## src/rtl/pte_pkg.sv

```systemverilog
package pte_pkg;

  localparam logic [1:0] ACC_FETCH = 2'd0;
  localparam logic [1:0] ACC_LOAD  = 2'd1;
  localparam logic [1:0] ACC_STORE = 2'd2;

  typedef enum logic [2:0] {
    RES_OK      = 3'd0,
    RES_INVALID = 3'd1,
    RES_NOEXEC  = 3'd2,
    RES_NOREAD  = 3'd3,
    RES_PRIV    = 3'd4,
    RES_DIRTY   = 3'd5
  } res_e;

  // data word field positions
  localparam int unsigned POS_V     = 0;
  localparam int unsigned POS_D     = 1;
  localparam int unsigned POS_PLV   = 2;
  localparam int unsigned POS_PPN64 = 12;
  localparam int unsigned POS_PPN32 = 8;
  localparam int unsigned POS_NR    = 61;
  localparam int unsigned POS_NX    = 62;
  localparam int unsigned POS_RPLV  = 63;

  localparam int unsigned PAGE_LSB  = 12;

  typedef struct packed {
    logic       v;
    logic       d;
    logic [1:0] plv;
    logic       nx;
    logic       nr;
    logic       rplv;
  } attr_t;

endpackage

```

## src/rtl/pte_half_sel.sv

```systemverilog
module pte_half_sel #(
  parameter int unsigned VA_W   = 48,
  parameter int unsigned DATA_W = 64,
  parameter int unsigned PS_W   = 6
) (
  input  logic [VA_W-1:0]   va_i,
  input  logic              set_assoc_i,
  input  logic [PS_W-1:0]   global_ps_i,
  input  logic [PS_W-1:0]   entry_ps_i,
  input  logic [DATA_W-1:0] even_i,
  input  logic [DATA_W-1:0] odd_i,
  output logic [PS_W-1:0]   ps_o,
  output logic [DATA_W-1:0] word_o
);

  logic odd_sel;

  assign ps_o    = set_assoc_i ? global_ps_i : entry_ps_i;
  // a shift past the top of the address yields 0, so the even page is used
  assign odd_sel = |(va_i & (VA_W'(1) << ps_o));
  assign word_o  = odd_sel ? odd_i : even_i;

endmodule

```

## src/rtl/pte_field_dec.sv

```systemverilog
module pte_field_dec
  import pte_pkg::*;
#(
  parameter int unsigned DATA_W  = 64,
  parameter int unsigned PPN_W   = 36,
  parameter int unsigned PPN32_W = 24
) (
  input  logic [DATA_W-1:0] word_i,
  input  logic              mode64_i,
  output attr_t             attr_o,
  output logic [PPN_W-1:0]  ppn_o
);

  logic unused_word;
  assign unused_word = ^word_i;

  always_comb begin
    attr_o.v   = word_i[POS_V];
    attr_o.d   = word_i[POS_D];
    attr_o.plv = word_i[POS_PLV +: 2];
    if (mode64_i) begin
      attr_o.nx   = word_i[POS_NX];
      attr_o.nr   = word_i[POS_NR];
      attr_o.rplv = word_i[POS_RPLV];
      ppn_o       = word_i[POS_PPN64 +: PPN_W];
    end else begin
      attr_o.nx   = 1'b0;
      attr_o.nr   = 1'b0;
      attr_o.rplv = 1'b0;
      ppn_o       = PPN_W'(word_i[POS_PPN32 +: PPN32_W]);
    end
  end

endmodule

```

## src/rtl/pte_fault_ladder.sv

```systemverilog
module pte_fault_ladder
  import pte_pkg::*;
(
  input  attr_t      attr_i,
  input  logic [1:0] acc_i,
  input  logic [1:0] plv_i,
  output res_e       res_o
);

  logic priv_bad;

  assign priv_bad = attr_i.rplv ? (plv_i != attr_i.plv) : (plv_i > attr_i.plv);

  always_comb begin
    if (!attr_i.v)                            res_o = RES_INVALID;
    else if (acc_i == ACC_FETCH && attr_i.nx) res_o = RES_NOEXEC;
    else if (acc_i == ACC_LOAD && attr_i.nr)  res_o = RES_NOREAD;
    else if (priv_bad)                        res_o = RES_PRIV;
    else if (acc_i == ACC_STORE && !attr_i.d) res_o = RES_DIRTY;
    else                                      res_o = RES_OK;
  end

endmodule

```

## src/rtl/pte_addr_form.sv

```systemverilog
module pte_addr_form
  import pte_pkg::*;
#(
  parameter int unsigned VA_W  = 48,
  parameter int unsigned PA_W  = 48,
  parameter int unsigned PS_W  = 6,
  parameter int unsigned PPN_W = PA_W - PAGE_LSB
) (
  input  logic [VA_W-1:0]  va_i,
  input  logic [PS_W-1:0]  ps_i,
  input  logic [PPN_W-1:0] ppn_i,
  output logic [PA_W-1:0]  pa_o
);

  logic [PS_W-1:0]  sw_n;
  logic [PPN_W-1:0] keep;
  logic [PPN_W-1:0] ppn_clr;
  logic [VA_W-1:0]  va_lo;

  assign sw_n = (ps_i > PS_W'(PAGE_LSB)) ? ps_i - PS_W'(PAGE_LSB) : '0;

  // page-number bits below the page size belong to software
  for (genvar k = 0; k < PPN_W; k++) begin : g_keep
    assign keep[k] = (sw_n <= PS_W'(k));
  end

  assign ppn_clr = ppn_i & keep;
  assign va_lo   = va_i & ~({VA_W{1'b1}} << ps_i);
  assign pa_o    = {ppn_clr, {PAGE_LSB{1'b0}}} | PA_W'(va_lo);

endmodule

```

## src/rtl/pte_perm_check.sv

```systemverilog
module pte_perm_check
  import pte_pkg::*;
#(
  parameter int unsigned VA_W    = 48,
  parameter int unsigned PA_W    = 48,
  parameter int unsigned DATA_W  = 64,
  parameter int unsigned PS_W    = 6,
  parameter int unsigned PPN32_W = 24
) (
  input  logic              clk_i,
  input  logic              rst_ni,
  input  logic              req_valid_i,
  input  logic [VA_W-1:0]   va_i,
  input  logic [1:0]        acc_i,
  input  logic [1:0]        cur_plv_i,
  input  logic              mode64_i,
  input  logic              set_assoc_i,
  input  logic [PS_W-1:0]   global_ps_i,
  input  logic [PS_W-1:0]   entry_ps_i,
  input  logic [DATA_W-1:0] data_even_i,
  input  logic [DATA_W-1:0] data_odd_i,
  output logic              rsp_valid_o,
  output logic [PA_W-1:0]   pa_o,
  output logic              perm_r_o,
  output logic              perm_w_o,
  output logic              perm_x_o,
  output logic [2:0]        result_o
);

  localparam int unsigned PPN_W = PA_W - PAGE_LSB;

  logic [PS_W-1:0]   ps;
  logic [DATA_W-1:0] word;
  attr_t             attr;
  logic [PPN_W-1:0]  ppn;
  logic [PA_W-1:0]   pa_c;
  res_e              res;

  pte_half_sel #(.VA_W(VA_W), .DATA_W(DATA_W), .PS_W(PS_W)) i_half_sel (
    .va_i        (va_i),
    .set_assoc_i (set_assoc_i),
    .global_ps_i (global_ps_i),
    .entry_ps_i  (entry_ps_i),
    .even_i      (data_even_i),
    .odd_i       (data_odd_i),
    .ps_o        (ps),
    .word_o      (word)
  );

  pte_field_dec #(.DATA_W(DATA_W), .PPN_W(PPN_W), .PPN32_W(PPN32_W)) i_field_dec (
    .word_i   (word),
    .mode64_i (mode64_i),
    .attr_o   (attr),
    .ppn_o    (ppn)
  );

  pte_fault_ladder i_fault_ladder (
    .attr_i (attr),
    .acc_i  (acc_i),
    .plv_i  (cur_plv_i),
    .res_o  (res)
  );

  pte_addr_form #(.VA_W(VA_W), .PA_W(PA_W), .PS_W(PS_W), .PPN_W(PPN_W)) i_addr_form (
    .va_i  (va_i),
    .ps_i  (ps),
    .ppn_i (ppn),
    .pa_o  (pa_c)
  );

  always_ff @(posedge clk_i or negedge rst_ni) begin
    if (!rst_ni) begin
      rsp_valid_o <= 1'b0;
      pa_o        <= '0;
      perm_r_o    <= 1'b0;
      perm_w_o    <= 1'b0;
      perm_x_o    <= 1'b0;
      result_o    <= '0;
    end else begin
      rsp_valid_o <= req_valid_i;
      if (req_valid_i) begin
        result_o <= res;
        if (res == RES_OK) begin
          pa_o     <= pa_c;
          perm_r_o <= 1'b1;
          perm_w_o <= attr.d;
          perm_x_o <= !attr.nx;
        end else begin
          pa_o     <= '0;
          perm_r_o <= 1'b0;
          perm_w_o <= 1'b0;
          perm_x_o <= 1'b0;
        end
      end
    end
  end

endmodule


```

## config.mk

```make
export PLATFORM = sky130hd
export DESIGN_NAME = pte_perm_check
export DESIGN_NICKNAME = d
export VERILOG_FILES = /design/src/rtl/pte_pkg.sv /design/src/rtl/pte_half_sel.sv /design/src/rtl/pte_field_dec.sv /design/src/rtl/pte_fault_ladder.sv /design/src/rtl/pte_addr_form.sv /design/src/rtl/pte_perm_check.sv
export SDC_FILE = /design/constraint.sdc
export NUM_CORES = 1
export LEC_CHECK = 0
export ABC_AREA = 1
export BUFFER_PORTS_ARGS = -buffer_cell sky130_fd_sc_hd__buf_2
export CORE_ASPECT_RATIO = 0.5
export CORE_UTILIZATION = 45
export CTS_CLUSTER_DIAMETER = 40
export DETAILED_ROUTE_END_ITERATION = 16
export GPL_TIMING_DRIVEN = 0
export PLACE_DENSITY_LB_ADDON = 0.15
export SYNTH_ARGS = -nofsm -noshare
export SYNTH_HDL_FRONTEND = slang
export SYNTH_SLANG_ARGS = --single-unit
```

## constraint.sdc

```tcl
create_clock -name clk_i -period 0.8 [get_ports clk_i]
set_input_delay 0.08 -clock clk_i [delete_from_list [all_inputs] [get_ports clk_i]]
set_output_delay 0.08 -clock clk_i [all_outputs]
set_load 0.01 [all_outputs]
```

# ---- Yosys cells after proc, flatten, opt, wreduce, memory -nomap -nowiden
# Cells that the tools add are included.
dict set report op_classes {
  add_sub_neg 1
  magnitude_cmp 38
  eq_ne 3
  n_shift 2
  mux 15
  n_bitwise 5
  reduce_logical 8
}
# op count
set ops {}
lappend ops {{48-bit bitwise AND} 2}
lappend ops {{6-bit by 5-bit less-or-equal comparator with 1-bit output, second input constant} 16}
lappend ops {{64-bit 2-to-1 mux} 1}
lappend ops {{6-bit by 4-bit less-or-equal comparator with 1-bit output, second input constant} 8}
lappend ops {{48-bit 2-to-1 mux} 1}
lappend ops {{48-bit inverter} 1}
lappend ops {{48-bit OR} 1}
lappend ops {{48-bit OR reduction} 1}
lappend ops {{1-bit by 6-bit left shift with 48-bit output, first input constant} 1}
lappend ops {{48-bit by 6-bit left shift with 48-bit output, first input constant} 1}
lappend ops {{36-bit bitwise AND} 1}
lappend ops {{36-bit 2-to-1 mux} 1}
lappend ops {{6-bit by 3-bit less-or-equal comparator with 1-bit output, second input constant} 4}
lappend ops {{6-bit less-or-equal comparator, second input constant} 4}
lappend ops {{3-bit 2-to-1 mux} 6}
lappend ops {{6-bit by 1-bit less-or-equal comparator with 1-bit output, second input constant} 2}
lappend ops {{6-bit by 2-bit less-or-equal comparator with 1-bit output, second input constant} 2}
lappend ops {{6-bit 2-to-1 mux} 2}
lappend ops {{6-bit by 4-bit greater-than comparator with 1-bit output, second input constant} 1}
lappend ops {{6-bit by 4-bit subtractor with 6-bit output, second input constant} 1}
lappend ops {{1-bit 2-to-1 mux} 4}
lappend ops {{1-bit logical AND} 3}
lappend ops {{3-bit logical NOT} 1}
lappend ops {{2-bit by 1-bit == test with 1-bit output, second input constant} 1}
lappend ops {{5 further kinds} 6}
dict set report totals {
  reg_bits 55
  inputBits 197
  out_inout_bits 55
  wordCells 78
}

# ---- Depth between registers and ports, before layout
dict set report depth {
  ltp_word 14
  mapped_depth 29
  ltp_nobuf 27
}

# ---- Cells and area by module
# From an unflattened synthesis, not the netlist that was laid out.
dict set report unflattened {
  cells_unflattened 1021
  hier_area_um2 6010.8
}
# module n_inst cells_each area_each_um2 seq_area_each_um2
set modules_own_cells {}
lappend modules_own_cells {pte_perm_check 1 235 2158.3 1376.3}
lappend modules_own_cells {pte_half_sel 1 386 1918.1 0.0}
lappend modules_own_cells {pte_addr_form 1 264 1348.8 0.0}
lappend modules_own_cells {pte_field_dec 1 113 455.4 0.0}
lappend modules_own_cells {pte_fault_ladder 1 23 130.1 0.0}

# ---- Worst setup path before layout
# No wires, ideal clock.
dict set report synth_timing {
  path_type {in2reg}
  startpoint {in set_assoc_i}
  endpoint {reg pa_o[40]}
  setup_ns 0.066
  t_arrival_ns 2.836
  t_required_ns 0.734
  slack_ns -2.101
  stages 27
  n_path_buf 5
  cell_sequence {buf_4 -> nand2_1 -> nand2_1 -> buf_4 -> nand2_4 -> nor2_2 -> nand3_1 -> nand2_1 -> nor2_1 -> nand3_1 -> nor2_1 -> nand2_2 -> nand2_2 -> buf_4 -> buf_2 -> mux2i_1 -> ha_1 -> a21oi_1 -> a21oi_1 -> nand2_1 -> nand2_1 -> nor2_1 -> nor2_2 -> nor2_4 -> buf_4 -> nand3_1 -> nand2_1}
}
dict set report synth_via {
  elab_chain_cells 14
  elab_cells_between_ends 30
  classes_between {add/sub: 1; order compare: 3; eq/ne: 1; shift: 2; mux: 12; bitwise: 5; reduce/logical: 6}
}
# element line
set synth_lines {}
lappend synth_lines {{start, declared} pte_perm_check.sv:17} ;# input logic set_assoc_i,
lappend synth_lines {{6-bit 2-to-1 mux *} pte_half_sel.sv:18} ;# assign ps_o = set_assoc_i ? global_ps_i : entry_ps_i;
lappend synth_lines {{parallel branches: the longest is 12 deep, another holds 2-bit greater-than comparator} -}
lappend synth_lines {{48-bit 2-to-1 mux *} pte_perm_check.sv:83} ;# if (res == RES_OK) begin
lappend synth_lines {{end signal, assigned} pte_perm_check.sv:84} ;# pa_o <= pa_c;
lappend synth_lines {{end, declared} pte_perm_check.sv:23} ;# output logic [PA_W-1:0] pa_o,
# Every way passes the cells marked *.
# A chain may end at the register's enable or synchronous reset.

# ---- Worst setup path after layout
dict set report layout_timing {
  startpoint {in set_assoc_i}
  endpoint {reg pa_o[10]}
}
# Same word-level chain as after synthesis.

==> flow_metrics.tcl <==
set metrics [dict create \
    status "finished with violations" \
    violations "negative hold slack, negative setup slack" \
    wl_per_cell_um 22.6 \
    wirelength_um 29100 \
    min_period_ps 3610 \
    min_path_type "primary input to asynchronous set/reset pin" \
    clockBufferDepth 2 \
    cts_root_buf "clkbuf_16" \
    vias 8102 \
    rsz0062_at_grt "true" \
    synth_compound_area_share_pct 16.9 \
    nNetsFinal 1346 \
    fillers 768 \
    vias_per_cell 6.30 \
    worst-path-stages 25 \
    maxClockFrequency_mhz 277 \
    syn_area_mm2 0.00503 \
    grt_max_degree 56 \
    cts_tree "done" \
    synth_edf_count 0 \
    ys_ff_latch 55 \
    cap_violations 0 \
    grt_pass1_wl_um 38300 \
    clock-sinks 55 \
    yosysSeqAreaShare_pct 27.4 \
    dpl.hpwl_um 18700 \
    drt-initial-drc-count 1386 \
    remaining_drc_errors 0 \
    dr.pass1.iters 7 \
    fin_worst_skew_ps 0 \
    instances_no_fill 1287 \
    layout-drive-gt1-share_pct 39.7 \
    synth_area_leaders "dfrtp_1, nand2_1, nand3_1" \
    p_leak_nw 4.41 \
    tightestPinTransition_ps 879 \
    relSlewSlack_pct 40.8 \
    final_cell_mix "nand2_1, buf_2, nand3_1, buf_4, inv_1" \
    synth_top_family_by_area "simple AND/OR/NAND/NOR gates" \
    synth_top_area_share_pct 27.4 \
    grt_use_total_pct 44.0 \
    async_flop_share_pct 100 \
    synthAdderAreaFrac_pct 1.49 \
    syn_avg_cell_area_um2 6.05 \
    setup_slack_ps -2810 \
    crit_top_cell "nand2_1" \
    die_height_um 76.8 \
    ir_worst_vdd_v 0.00106 \
    ctsHoldBuffers 1 \
    worstPathArrival_ps 3830 \
    clk_pin_slew_ps 70 \
    powerDensity_mw_per_mm2 1760 \
    fin_crit_sh_pct 451 \
    synth-simple-area-share_pct 44.0 \
    synth-xor-area-share_pct 0 \
    worstPathBufferInverterCount 9 \
    grt_pass1_vias 7192 \
    syn_nets 1034 \
    fp.coreArea_mm2 0.0105 \
    postSynthCellCount 831 \
    die_w_um 152 \
    synth_mux_area_share_pct 0.199 \
    multi_input_area_mm2 0.00375 \
    antenna_left 0 \
    seq_area_mm2 0.00138 \
    worstPathMaxFanout 10 \
    std_cell_rows 26 \
    antenna_found_initial 3 \
    crit_family "simple AND/OR/NAND/NOR gates" \
    area_delta_synth_final_pct 61.9 \
    pwr-share-comb_pct 57.0 \
    ioPinCount 252 \
    crit_path_top_delay_cell "ha_1" \
    yosysUniqueCellTypes 35 \
    ys_warn_count 0 \
    setup_viol_count_final 109 \
    drv_slew 0 \
    ys.flop_type "dfrtp_1" \
    p_seq_share_pct 24.5 \
    numPortBuffers 217 \
    initial_core_util_pct 47.7 \
    placed_cells 1188 \
    pwr-share-clk_pct 18.5 \
    hold_viol_final 55 \
    grt_overflow_total 0 \
    end_kind "register" \
    clk_latency_ps 310 \
    internal_power_mw 7.99 \
    finalPower_mw 14.3 \
    hold_slack_ps -170 \
    preCtsSetupSlack_ps -3010 \
    cts_max_level 2 \
    post-route-cell-area_mm2 0.00815 \
    synth_top_area_cell "dfrtp_1" \
    place.gp.congestion 1.09 \
    start_kind "primary input" \
    die_area_mm2 0.0116 \
    rr_worst_depth 4 \
    switching_power_mw 6.36 \
    cp.required_ps 1030 \
    p_sw_share_pct 44.3 \
    cts_inserted_buffers 5 \
    cpPeakStageDelay_ps 320 \
    final_common_cell "nand2_1" \
    placed_area_mm2 0.00643 \
    crit_type "primary input to register" \
]
layer usage:
metal / track usage, % / vias up / part of all wire [%]
met5: 0 / - / 0
met4: 14.3 / 0 / 5.7
li1: - / 3386 / -
met1: 59.3 / 3678 / 37
met3: 11.8 / 207 / 17
met2: 67.7 / 831 / 41
synth_stat cells (3+ instances only):
cell and count:
inv_1 76, clkbuf_1 18, ha_1 6, nor2_1 86, buf_2 13, nand4_1 8, buf_4 9, inv_2 5
a21boi_0 5, nor2_2 5, a31oi_1 3, nor3_1 4, o211ai_1 47, nand3_1 121, nand2_1 263, a21oi_1 15
o21ai_0 49, dfrtp_1 55, nand2_2 10, nor2_4 6, o22ai_1 6
through the flow:
step	setup TNS, ps	util, %
detailed placement	-183900	61.0
floorplan	-105820	-
finish	-152810	77.3
global route	-151930	77.2
CTS	-114560	71.7
global placement	-173750	61.0
sequential cells by signal, indices dropped and copies added, names as in the netlist:
register	flops
pa_o	48
result_o	3
perm_r_o	1
perm_w_o	1
perm_x_o	1
rsp_valid_o	1
repair_timing:
action	CTS	global route
setup endpoints to repair	164	109
buffers inserted	53	25
endpoints found under the hold margin	56	55
gates resized for setup	106	68
gates cloned	6	3
pin swaps	35	33
kinds of logic (layout without fill, tap and decap cells):
family                   Yosys count  in the layout
AO/OA/AOI/OAI                    136            136
adder cells (fa/ha/maj)            6              6
buffers and inverters            122            435
flip-flops                        55             55
multiplexers                       1              1
other                              0              3
AND/OR/NAND/NOR                  511            511
final timing paths:
path | start | slack (ps) | to
max | set_assoc_i | -2810 | pa_o[10]$_DFFE_PN0P_
min | rst_ni | -170 | pa_o[21]$_DFFE_PN0P_
max reg2reg | pa_o[44]$_DFFE_PN0P_ | -160 | pa_o[44]$_DFFE_PN0P_
min reg2reg | pa_o[29]$_DFFE_PN0P_ | 470 | pa_o[29]$_DFFE_PN0P_
max in group asynchronous | rst_ni | 450 | pa_o[4]$_DFFE_PN0P_
min in group clk_i | req_valid_i | 70 | result_o[2]$_DFFE_PN0P_
power by group through the flow:
stage | sequential (mW) | clock (mW) | combinational [mW]
2_1_floorplan | 3.67 | 0 | 3.01
3_3_place_gp | 3.46 | 0 | 5.23
4_1_cts | 3.40 | 2.54 | 6.56
3_5_place_dp | 3.47 | 0 | 5.33
5_1_grt | 3.54 | 2.70 | 8.54
6_report | 3.51 | 2.66 | 8.18
final cells by class:
cell class / count / share of cell area (%)
Tap cell: 140 / 2.15
Multi-Input combinational cell: 654 / 46.0
Buffer: 40 / 4.24
Timing Repair inverter: 1 / 0.0461
Antenna cell: 3 / 0.0922
Timing Repair Buffer: 304 / 24.7
Inverter: 82 / 3.86
Clock inverter: 2 / 0.476
Sequential cell: 55 / 16.9
Clock buffer: 6 / 1.58
Note: power is estimated with default switching activity, not from simulation.
